==> src/rtl/cmp_ccr_pkg.sv <==
// Package: shared widths, size encoding and the decoded-instruction record
// for the register compare unit. Assumes 32-bit registers.
package cmp_ccr_pkg;

    localparam int REG_W = 32;
    localparam int CYC_W = 4;

    // Operand size as carried in instruction bits 7..6 (bit 8 must be zero)
    typedef enum logic [1:0] {
        SZ_BYTE = 2'b00,
        SZ_WORD = 2'b01,
        SZ_LONG = 2'b10
    } opsize_e;

    // Everything the datapath needs from one instruction word
    typedef struct packed {
        logic             legal;
        opsize_e          size;
        logic [2:0]       dst_idx;
        logic             src_addr;
        logic [2:0]       src_idx;
        logic [CYC_W-1:0] cyc;
    } cmp_dec_t;

endpackage

==> src/rtl/cmp_decode.sv <==
// Module: cmp_decode
// Purely combinational decode of one compare instruction word into register
// selects, operand size, legality and execution cycle count.
// Assumes the caller samples the result only when it accepts the word.
module cmp_decode
    import cmp_ccr_pkg::*;
#(
    parameter int SHORT_CYC = 4,
    parameter int LONG_CYC  = 6
) (
    input  logic [15:0] op,
    output cmp_dec_t    dec
);

    logic       group_ok;
    logic       size_ok;
    logic       mode_ok;
    logic       src_addr;
    logic [1:0] sz_bits;

    // Field extraction and legality of the word
    always_comb begin
        group_ok = (op[15:12] == 4'b1011);
        sz_bits  = op[7:6];
        size_ok  = !op[8] && (sz_bits != 2'b11);
        src_addr = op[3];
        // source mode must be 000 or 001; address source not allowed for byte
        mode_ok  = (op[5:4] == 2'b00) && !(src_addr && sz_bits == 2'b00);
    end

    // Assemble the decoded record
    always_comb begin
        dec.legal    = group_ok && size_ok && mode_ok;
        dec.size     = opsize_e'(sz_bits);
        dec.dst_idx  = op[11:9];
        dec.src_addr = src_addr;
        dec.src_idx  = op[2:0];
        dec.cyc      = (sz_bits == 2'b10) ? CYC_W'(LONG_CYC) : CYC_W'(SHORT_CYC);
    end

endmodule

==> src/rtl/cmp_flag_alu.sv <==
// Module: cmp_flag_alu
// Combinational subtract-and-flag logic. One lane per operand width is built
// by a generate loop; the operand size picks the lane. Returns {N,Z,V,C}.
// Assumes the operands are held stable by the caller while the result is used.
module cmp_flag_alu
    import cmp_ccr_pkg::*;
(
    input  opsize_e          size,
    input  logic [REG_W-1:0] dst,
    input  logic [REG_W-1:0] src,
    output logic [3:0]       nzvc
);

    localparam int N_LANES = 3;

    logic [3:0] lane_flags [N_LANES];

    for (genvar g = 0; g < N_LANES; g++) begin : g_lane
        localparam int W = 8 << g;
        logic [W:0]   diff;
        logic         sd;
        logic         ss;
        logic         sr;

        // Width-W subtraction with a borrow bit on top
        always_comb begin
            diff = {1'b0, dst[W-1:0]} - {1'b0, src[W-1:0]};
            sd   = dst[W-1];
            ss   = src[W-1];
            sr   = diff[W-1];
            lane_flags[g] = {sr, (diff[W-1:0] == '0), (sd ^ ss) & (sr ^ sd), diff[W]};
        end
    end

    // Choose the lane for the current size
    always_comb begin
        case (size)
            SZ_BYTE: nzvc = lane_flags[0];
            SZ_WORD: nzvc = lane_flags[1];
            SZ_LONG: nzvc = lane_flags[2];
            default: nzvc = 4'b0000;
        endcase
    end

endmodule

==> src/rtl/cmp_timer.sv <==
// Module: cmp_timer
// Execution-time counter. Loading a length N raises busy; the finishing edge
// comes N edges after the load edge and produces a one-cycle done.
// Assumes N >= 2 and that load is asserted only while busy is low.
module cmp_timer #(
    parameter int CW = 4
) (
    input  logic          clk,
    input  logic          rst_n,
    input  logic          load,
    input  logic [CW-1:0] len,
    output logic          busy,
    output logic          finish,
    output logic          done
);

    logic [CW-1:0] remain;

    // Combinational marker of the edge at which the instruction ends
    always_comb finish = busy && (remain == CW'(1));

    // Countdown, busy and the completion strobe
    always_ff @(posedge clk) begin
        if (!rst_n) begin
            remain <= '0;
            busy   <= 1'b0;
            done   <= 1'b0;
        end else begin
            done <= 1'b0;
            if (load) begin
                remain <= len;
                busy   <= 1'b1;
            end else if (finish) begin
                remain <= '0;
                busy   <= 1'b0;
                done   <= 1'b1;
            end else if (busy) begin
                remain <= remain - CW'(1);
            end
        end
    end

endmodule

==> src/rtl/cmp_ccr_unit.sv <==
// Module: cmp_ccr_unit (top)
// Register-direct compare: decodes the word, reads both operands through the
// combinational register read port, captures them on acceptance, times the
// instruction and writes {X,N,Z,V,C} at completion. Never writes registers.
// Assumes dst_data and src_data follow dst_sel and src_sel in the same cycle.
module cmp_ccr_unit
    import cmp_ccr_pkg::*;
#(
    parameter int SHORT_CYC = 4,
    parameter int LONG_CYC  = 6
) (
    input  logic             clk,
    input  logic             rst_n,
    input  logic             start,
    input  logic [15:0]      opcode,
    input  logic             cc_x_in,
    output logic [2:0]       dst_sel,
    input  logic [REG_W-1:0] dst_data,
    output logic [3:0]       src_sel,
    input  logic [REG_W-1:0] src_data,
    output logic             busy,
    output logic             done,
    output logic             illegal,
    output logic [CYC_W-1:0] cycles,
    output logic [4:0]       cc_out
);

    cmp_dec_t         dec;
    logic             accept;
    logic             go;
    logic             finish;
    logic [REG_W-1:0] dst_q;
    logic [REG_W-1:0] src_q;
    opsize_e          size_q;
    logic             x_q;
    logic [CYC_W-1:0] cyc_q;
    logic             ill_q;
    logic [4:0]       cc_q;
    logic [3:0]       nzvc;

    cmp_decode #(
        .SHORT_CYC(SHORT_CYC),
        .LONG_CYC (LONG_CYC)
    ) u_dec (
        .op (opcode),
        .dec(dec)
    );

    // Register-file read selects come straight from the word
    always_comb begin
        dst_sel = dec.dst_idx;
        src_sel = {dec.src_addr, dec.src_idx};
    end

    // Acceptance only while idle; legal words start the timer
    always_comb begin
        accept = start && !busy;
        go     = accept && dec.legal;
    end

    cmp_timer #(
        .CW(CYC_W)
    ) u_tmr (
        .clk   (clk),
        .rst_n (rst_n),
        .load  (go),
        .len   (dec.cyc),
        .busy  (busy),
        .finish(finish),
        .done  (done)
    );

    // Operand and context capture at acceptance
    always_ff @(posedge clk) begin
        if (!rst_n) begin
            dst_q  <= '0;
            src_q  <= '0;
            size_q <= SZ_BYTE;
            x_q    <= 1'b0;
            cyc_q  <= '0;
        end else if (go) begin
            dst_q  <= dst_data;
            src_q  <= src_data;
            size_q <= dec.size;
            x_q    <= cc_x_in;
            cyc_q  <= dec.cyc;
        end
    end

    // Illegal-instruction strobe, one cycle per refused word
    always_ff @(posedge clk) begin
        if (!rst_n) ill_q <= 1'b0;
        else        ill_q <= accept && !dec.legal;
    end

    cmp_flag_alu u_alu (
        .size(size_q),
        .dst (dst_q),
        .src (src_q),
        .nzvc(nzvc)
    );

    // Condition bits are written only at the finishing edge
    always_ff @(posedge clk) begin
        if (!rst_n)      cc_q <= '0;
        else if (finish) cc_q <= {x_q, nzvc};
    end

    // Output drive
    always_comb begin
        illegal = ill_q;
        cycles  = cyc_q;
        cc_out  = cc_q;
    end

endmodule

==> config.mk <==
export PLATFORM = sky130hd
export DESIGN_NAME = cmp_ccr_unit
export DESIGN_NICKNAME = d
export VERILOG_FILES = /design/src/rtl/cmp_ccr_pkg.sv /design/src/rtl/cmp_decode.sv /design/src/rtl/cmp_flag_alu.sv /design/src/rtl/cmp_timer.sv /design/src/rtl/cmp_ccr_unit.sv
export SDC_FILE = /design/constraint.sdc
export NUM_CORES = 1
export LEC_CHECK = 0
export BUFFER_PORTS_ARGS = -buffer_cell sky130_fd_sc_hd__buf_2
export CORE_MARGIN = 10
export CORE_UTILIZATION = 51
export CTS_BUF_LIST = sky130_fd_sc_hd__clkbuf_4 sky130_fd_sc_hd__clkbuf_8
export CTS_CLUSTER_DIAMETER = 30
export DETAILED_ROUTE_END_ITERATION = 16
export PLACE_DENSITY = 0.74
export SYNTH_ARGS = -nofsm -noshare
export SYNTH_HDL_FRONTEND = slang
export SYNTH_HIERARCHICAL = 1
export SYNTH_SLANG_ARGS = --single-unit
==> constraint.sdc <==
create_clock -name clk -period 3.87 [get_ports clk]
set_input_delay 0.1935 -clock clk [delete_from_list [all_inputs] [get_ports clk]]
set_output_delay 0.1935 -clock clk [all_outputs]
set_load 0.005 [all_outputs]
==> impl_results.md, run 1 <==
- CTS Sinks: 83
- Wirelength per Cell: 16.1 µm
- Clk slew on worst S/H paths: 0.09 ns
- Ratio of cells with drive above 1 in the final layout: 15.0%
- CP Data Arrival Time: 3.57 ns
- Synthesized area: 0.00581 mm²
- Post-DP Area: 0.00609 mm²
- I/O Pins: 103
- Met2 wire len: 6820 µm
- Critical path peak fanout: 9
- Setup-failing EPs final: 0
- Max-slew violation count: 0
- Synth-to-Final Area Change: 8.21%
- Crit path time final: 3.26 ns
- Min-Delay Path Class: input pin to flip-flop
- Final hold vios: 0
- First-pass GRT wire length: 25100 µm
- Commonest non-fill, non-tap cell in the layout: nand2_1
- Mapped Cells: 731
- Initial DRT Pass Iterations: 7
- Met1 wire length: 6940 µm
- Dpl cells: 912
- Congestion Overflow GR: 0
- Fin crit share: 84.2%
- Multi-input gate area: 0.00361 mm²
- RSZ-0062 raised after global routing: false
- #FFs+latches synth: 83
- Maximum clock path buffer count: 2
- Post-Route WL: 15000 µm
- Syn Area/Cell: 7.95 µm²
- Die W: 127 µm
- Worst slew pin tran: 0.839 ns
- Power density over the cells: 265 mW/mm²
- Yosys warns: 6
- Starting density of the core: 52.9%
- Slew margin rel.: 44.1%
- R2R depth: 13
- Hold buffer count at CTS: 0
- Core area: 0.0110 mm²
- Async set-reset flop share out of synthesis: 0%
- Final net count: 901
- Vias per inst: 5.59
- Htree depth: 3
- CP startpoint: src_q[8]
- Final Cell Area: 0.00629 mm²
- CTS tree: yes
- Worst Min Path Start: src_data[5]
- Top routing layer in use: met4
- DR iter-0 viols: 412
- Initial antenna violation count: 0
- Most frequent cells in the layout: nand2_1 (180), buf_2 (89), dfxtp_1 (83)
- Rows: 38
- Startpoint Class: flip-flop
- Max-Cap Viols: 0
- Drt drc: 0
- CP max stage cell: a2111oi_0
- Vias in the first global route: 5184
- Leakage: 2.63 nW
- Largest net degree at the start of global routing: 86
- Port Buf Inserts: 90
- Most frequent CP cell: a21oi_1
- Clock Root Buffer: clkbuf_8
- Outcome: finished, final reports clean
- Antenna viol nets, final: 0
- Hold path cells: 3
- Netlist cell types: 68
- Met3 WL: 963 µm
- Post-CTS Resized: 0
- CTS Buf Count: 9
- Non-Filler Instances: 928
- ANT cells: 0
- Worst r2r src: src_q[8]
- Maximum vdd drop: 0.212 mV
- Worst EP required: 4.19 ns
- Synth Flop Type: dfxtp_1
- Type of the worst setup path: flip-flop to flip-flop
- Register Area: 0.00166 mm²
- Worst-case clock skew: 0.0110 ns
- Routability cong.: 0.963
- Dpl hpwl: 11700 µm
- Die ar.: 0.0161 mm²
- Largest stage delay on the critical path: 0.58 ns
- Clk_lat worst skew: 0.38 ns
- EDFF count, synth: 0
- Post-synthesis sequential area ratio: 28.6%
- Setup TNS: 0 ns
- Crit-path cells: inv_1 -> ha_1 -> a21oi_1 -> o21ai_0 -> a2111oi_0 -> and2_1 -> o31ai_1 -> xor2_1 -> nor3_1 -> nand4_1 -> a21oi_1 -> mux2i_1 -> nor2b_1
- Die height: 127 µm
- Crit. End Element: flip-flop
- GR Util All Layers: 18.5%
- Vias post-DR: 5191
- Max Fclk: 307 MHz
- Setup Buffers After CTS: 0
- Filler cells: 1021
logic make-up after synthesis:
group / after synthesis / share of synthesized area [%]
simple gates: 280 / 22.4
flops: 83 / 28.6
buf+inv: 93 / 9.37
compound gates: 137 / 15.1
other cells: 2 / 0.129
xor+xnor: 24 / 3.62
mux: 78 / 13.4
fa+ha+maj: 34 / 7.32
cells in the mapped netlist, drive strengths merged, types with 4 or more instances:
cell type    n  area (µm²)
a211o        4        35.0
a211oi       6        45.0
a21oi       41         205
a31oi        4        25.0
and2         4        26.3
and3         4        26.3
and4         6        52.6
buf         40         345
clkbuf      13        48.8
dfxtp       83        1660
ha          34         425
inv         40         150
mux2i       78         781
nand2      180         676
nand3        8        40.0
nand4       11        68.8
nor2        20        75.1
nor2b       13        88.8
nor3         9        45.0
nor3b        4        35.0
nor4         4        31.3
o211ai       7        52.6
o21a         8        60.1
o21ai       36         180
or3          6        37.5
xnor2       17         149
xor2         7        61.3
worst max-delay path: cells and delay by family, from the launching register on:
kind | cells | cell delay (ns)
AOI/OAI and AO/OA | 5 | 1.33
adders and majority gates | 1 | 0.41
DFF | 1 | 0.35
xor gates and xnor gates | 1 | 0.15
and+or+nand+nor | 4 | 0.80
muxes | 1 | 0.08
buffers and inverters | 1 | 0.05
power by group:
part | internal [W] | leakage (nW) | total, W | switching [W]
Clock | 0.000316 | 0.105 | 0.000644 | 0.000328
Combinational | 0.0000736 | 1.86 | 0.000162 | 0.0000886
Sequential | 0.000855 | 0.669 | 0.000856 | 0.00000118
state kept, by name, indices dropped and copies added (netlist names):
signal / count
u_tmr/done: 1
illegal: 1
cycles: 4
u_tmr/busy: 1
size_q: 2
cc_out: 5
dst_q: 32
src_q: 32
u_tmr/remain: 4
x_q: 1
area by class of cell:
cell class              count  share of cell area [%]
flip-flops and latches     83                    26.4
multi-input cells         556                    57.4
well taps                 140                    2.79
clock inverters             5                   0.975
clock buffers              11                    2.21
inverters                  40                    2.39
repair buffers             93                    7.76
final timing paths:
| check | slack, ns | to |
|---|---|---|
| max | 0.61 | cc_out[2] |
| max reg2reg | 0.61 | cc_out[2] |
| min | 0.05 | src_q[5] |
| min reg2reg | 0.46 | cycles[3] |
per-stage QoR:
| stage | setup slack [ns] | power, W | utilization [%] | hold slack, ns |
|---|---|---|---|---|
| 2_1_floorplan | 0.917 | 0.000986 | - | 0.311 |
| 3_3_place_gp | 0.685 | 0.00104 | 55.4 | 0.387 |
| 3_5_place_dp | 0.686 | 0.00104 | 55.4 | 0.387 |
| 4_1_cts | 0.652 | 0.00168 | 57.2 | 0.0361 |
| 5_1_grt | 0.410 | 0.00174 | 57.2 | 0.0413 |
| 6_report | 0.613 | 0.00166 | 57.2 | 0.0534 |
routing by layer:
layer  vias up  global-route usage (%)
li1       2634                       -
met1      2391                    24.3
met2       151                    29.1
met3        15                    4.37
met4         0                    6.36
met5         -                       0
(Power assumes the default switching activity.)
==> run 2: changes to the inputs <==
--- a/config.mk
+++ b/config.mk
@@ -5,13 +5,14 @@
 export SDC_FILE = /design/constraint.sdc
 export NUM_CORES = 1
 export LEC_CHECK = 0
+export ABC_AREA = 1
 export BUFFER_PORTS_ARGS = -buffer_cell sky130_fd_sc_hd__buf_2
 export CORE_MARGIN = 10
 export CORE_UTILIZATION = 51
 export CTS_BUF_LIST = sky130_fd_sc_hd__clkbuf_4 sky130_fd_sc_hd__clkbuf_8
 export CTS_CLUSTER_DIAMETER = 30
 export DETAILED_ROUTE_END_ITERATION = 16
-export PLACE_DENSITY = 0.74
+export PLACE_DENSITY = 0.73
 export SYNTH_ARGS = -nofsm -noshare
 export SYNTH_HDL_FRONTEND = slang
 export SYNTH_HIERARCHICAL = 1
==> constraint.sdc (replaced) <==
create_clock -name clk -period 3 [get_ports clk]
set_input_delay 0.15 -clock clk [delete_from_list [all_inputs] [get_ports clk]]
set_output_delay 0.15 -clock clk [all_outputs]
set_load 0.005 [all_outputs]
==> impl_results.md, run 2 <==
- Congestion Overflow GR: 0
- Overall Power: 0.00225 W
- Syn Area/Cell: 5.59 µm²
- Critical path peak fanout: 4
- Final hold vios: 0
- Initial antenna violation count: 0
- Setup Buffers After CTS: 0
- I/O Pins: 103
- Post-synthesis sequential area ratio: 25.6%
- Starting density of the core: 51.8%
- R2r setup slk: 0.47 ns
- Hold buffer count at CTS: 60
- Clk_lat worst skew: 0.38 ns
- Leakage: 4.54 nW
- Hold path cells: 3
- Netlist cell types: 34
- Clock Root Buffer: clkbuf_8
- Clk slew on worst S/H paths: 0.09 ns
- Worst slew pin tran: 0.740 ns
- Synth-to-Final Area Change: 19.1%
- Maximum vdd drop: 0.354 mV
- Slew margin rel.: 50.6%
- Vias per inst: 4.51
- Hold slack: 0.00936 ns
- Vias post-DR: 6606
- Outcome: finished, final reports clean
- Htree depth: 3
- RR Endpoint: cc_out[2]
- Antenna viol nets, final: 0
- Hold Crit Endpoint: dst_q[17]
- Die W: 133 µm
- CTS tree: yes
- R2R depth: 16
- Die height: 133 µm
- Worst r2r src: src_q[13]
- Vias in the first global route: 6250
- CP Data Arrival Time: 2.86 ns
- Synth Flop Type: dfxtp_1
- Dpl hpwl: 12200 µm
- GR Util All Layers: 18.6%
- Most frequent cells in the layout: nand2_1 (414), inv_1 (242), nor2_1 (208)
- Post-DP Area: 0.00693 mm²
- Min-Delay Path Class: input pin to flip-flop
- First-pass GRT wire length: 28000 µm
- Core area: 0.0125 mm²
- Fin crit share: 84.5%
- Synth top area cells: dfxtp_1 (26%), nand2_1 (24%), inv_1 (14%), nor2_1 (12%), ha_1 (6.6%)
- Final net count: 1405
- Leading area contributor after synthesis: dfxtp_1
- Final Cell Area: 0.00772 mm²
- Ratio of cells with drive above 1 in the final layout: 10.7%
- CTS Buf Count: 9
- Worst-case clock skew: 0.0167 ns
- Crit path time final: 2.53 ns
- Post-Route WL: 16100 µm
- Commonest non-fill, non-tap cell in the layout: nand2_1
- Async set-reset flop share out of synthesis: 0%
- Startpoint Class: flip-flop
- Maximum clock path buffer count: 2
- Pre-CTS setup slack: 0.551 ns
- Most common cell in the netlist: nand2_1
- DR iter-0 viols: 307
- #FFs+latches synth: 83
- Wirelength per Cell: 11.0 µm
- Max-Cap Viols: 0
- Worst Min Path Start: dst_data[17]
- Type of the worst setup path: flip-flop to flip-flop
- Largest net degree at the start of global routing: 143
- Yosys top cell area share: 25.6%
- Mapped Cells: 1160
- Max Fclk: 394 MHz
- Drt drc: 0
- Port Buf Inserts: 90
- ANT cells: 0
- CTS Sinks: 83
- RSZ-0062 raised after global routing: false
- Rows: 41
- Routability cong.: 1.03
- Max-slew violation count: 0
- Synthesized area: 0.00648 mm²
- Worst EP required: 3.33 ns
- Setup-failing EPs final: 0
- Synth cell count leaders: nand2_1 (414), inv_1 (242), nor2_1 (208)
- Setup TNS: 0 ns
- Initial DRT Pass Iterations: 5
- EDFF count, synth: 0
- Yosys warns: 6
- Final worst setup slack: 0.465 ns
- Die ar.: 0.0176 mm²
- Power density over the cells: 292 mW/mm²
- Crit. End Element: flip-flop
- Post-CTS Resized: 0
==> run 2: cell types whose count changed after synthesis, sizes merged, moves of 30 or more <==
cell and delta:
nand2 +245, nor2 +197, inv +204, nand3 +32, mux2i -78, o21ai -30
==> run 2: cell families after synthesis <==
logic type	count (synthesis)	synth area share, %
simple gates	700	43.5
buf+inv	282	18.2
flops	83	25.6
compound gates	42	3.73
fa+ha+maj	34	6.56
xor+xnor	17	2.30
other cells	2	0.116
==> run 2: power by group <==
part           switching [W]  total [W]  internal [W]  leakage [nW]
clock network       0.000459   0.000798      0.000339        0.0958
logic               0.000184   0.000347      0.000164          3.77
registers         0.00000203    0.00111       0.00110         0.669
==> run 2: worst max-delay path: stages (launching register included) <==
cell and delay [ns]:
dfxtp_1 0.34, inv_1 0.05, ha_1 0.41, nand2_2 0.13
nor2_1 0.30, nand2_1 0.11, inv_1 0.12, nand3_1 0.19
nand4_1 0.14, nand2_1 0.10, nor2_1 0.11, nand2_1 0.07
nor2_1 0.10, nand2_1 0.07, a21oi_2 0.11, nor2_1 0.05
nor2_1 0.08
==> run 2: cell type report <==
| type | count | area, µm² |
|---|---|---|
| Clock buffer | 10 | 138 |
| Clock inverter | 6 | 53.8 |
| Fill cell | 1318 | 4800 |
| Inverter | 245 | 920 |
| Multi-Input combinational cell | 796 | 3650 |
| Sequential cell | 83 | 1660 |
| Tap cell | 172 | 215 |
| Timing Repair Buffer | 152 | 1080 |
==> run 2: routing by layer <==
layer / track usage [%] / up-vias / routed length [µm]
li1: - / 3619 / -
met1: 23.1 / 2772 / 7490
met2: 30.8 / 193 / 7200
met3: 5.56 / 22 / 1170
met4: 4.16 / 0 / 203
met5: 0 / - / 0
==> run 2: worst max path at each step <==
stage               from        end  slack (ns)  cells after the start
5_1_grt        src_q[13]  cc_out[2]        0.28                     19
3_5_place_dp   src_q[13]  cc_out[2]        0.55                     16
2_1_floorplan  src_q[13]  cc_out[2]        1.02                     19
4_1_cts        src_q[13]  cc_out[2]        0.55                     16
3_3_place_gp   src_q[13]  cc_out[2]        0.53                     16
6_report       src_q[13]  cc_out[2]        0.47                     16
==> run 2: per-stage QoR <==
stage / instances / util, %
after global routing: 1464 / 61.7
after global placement: 1388 / 55.3
after floorplan: 1161 / -
after detailed placement: 1388 / 55.3
final: 1464 / 61.7
after CTS: 1464 / 61.7
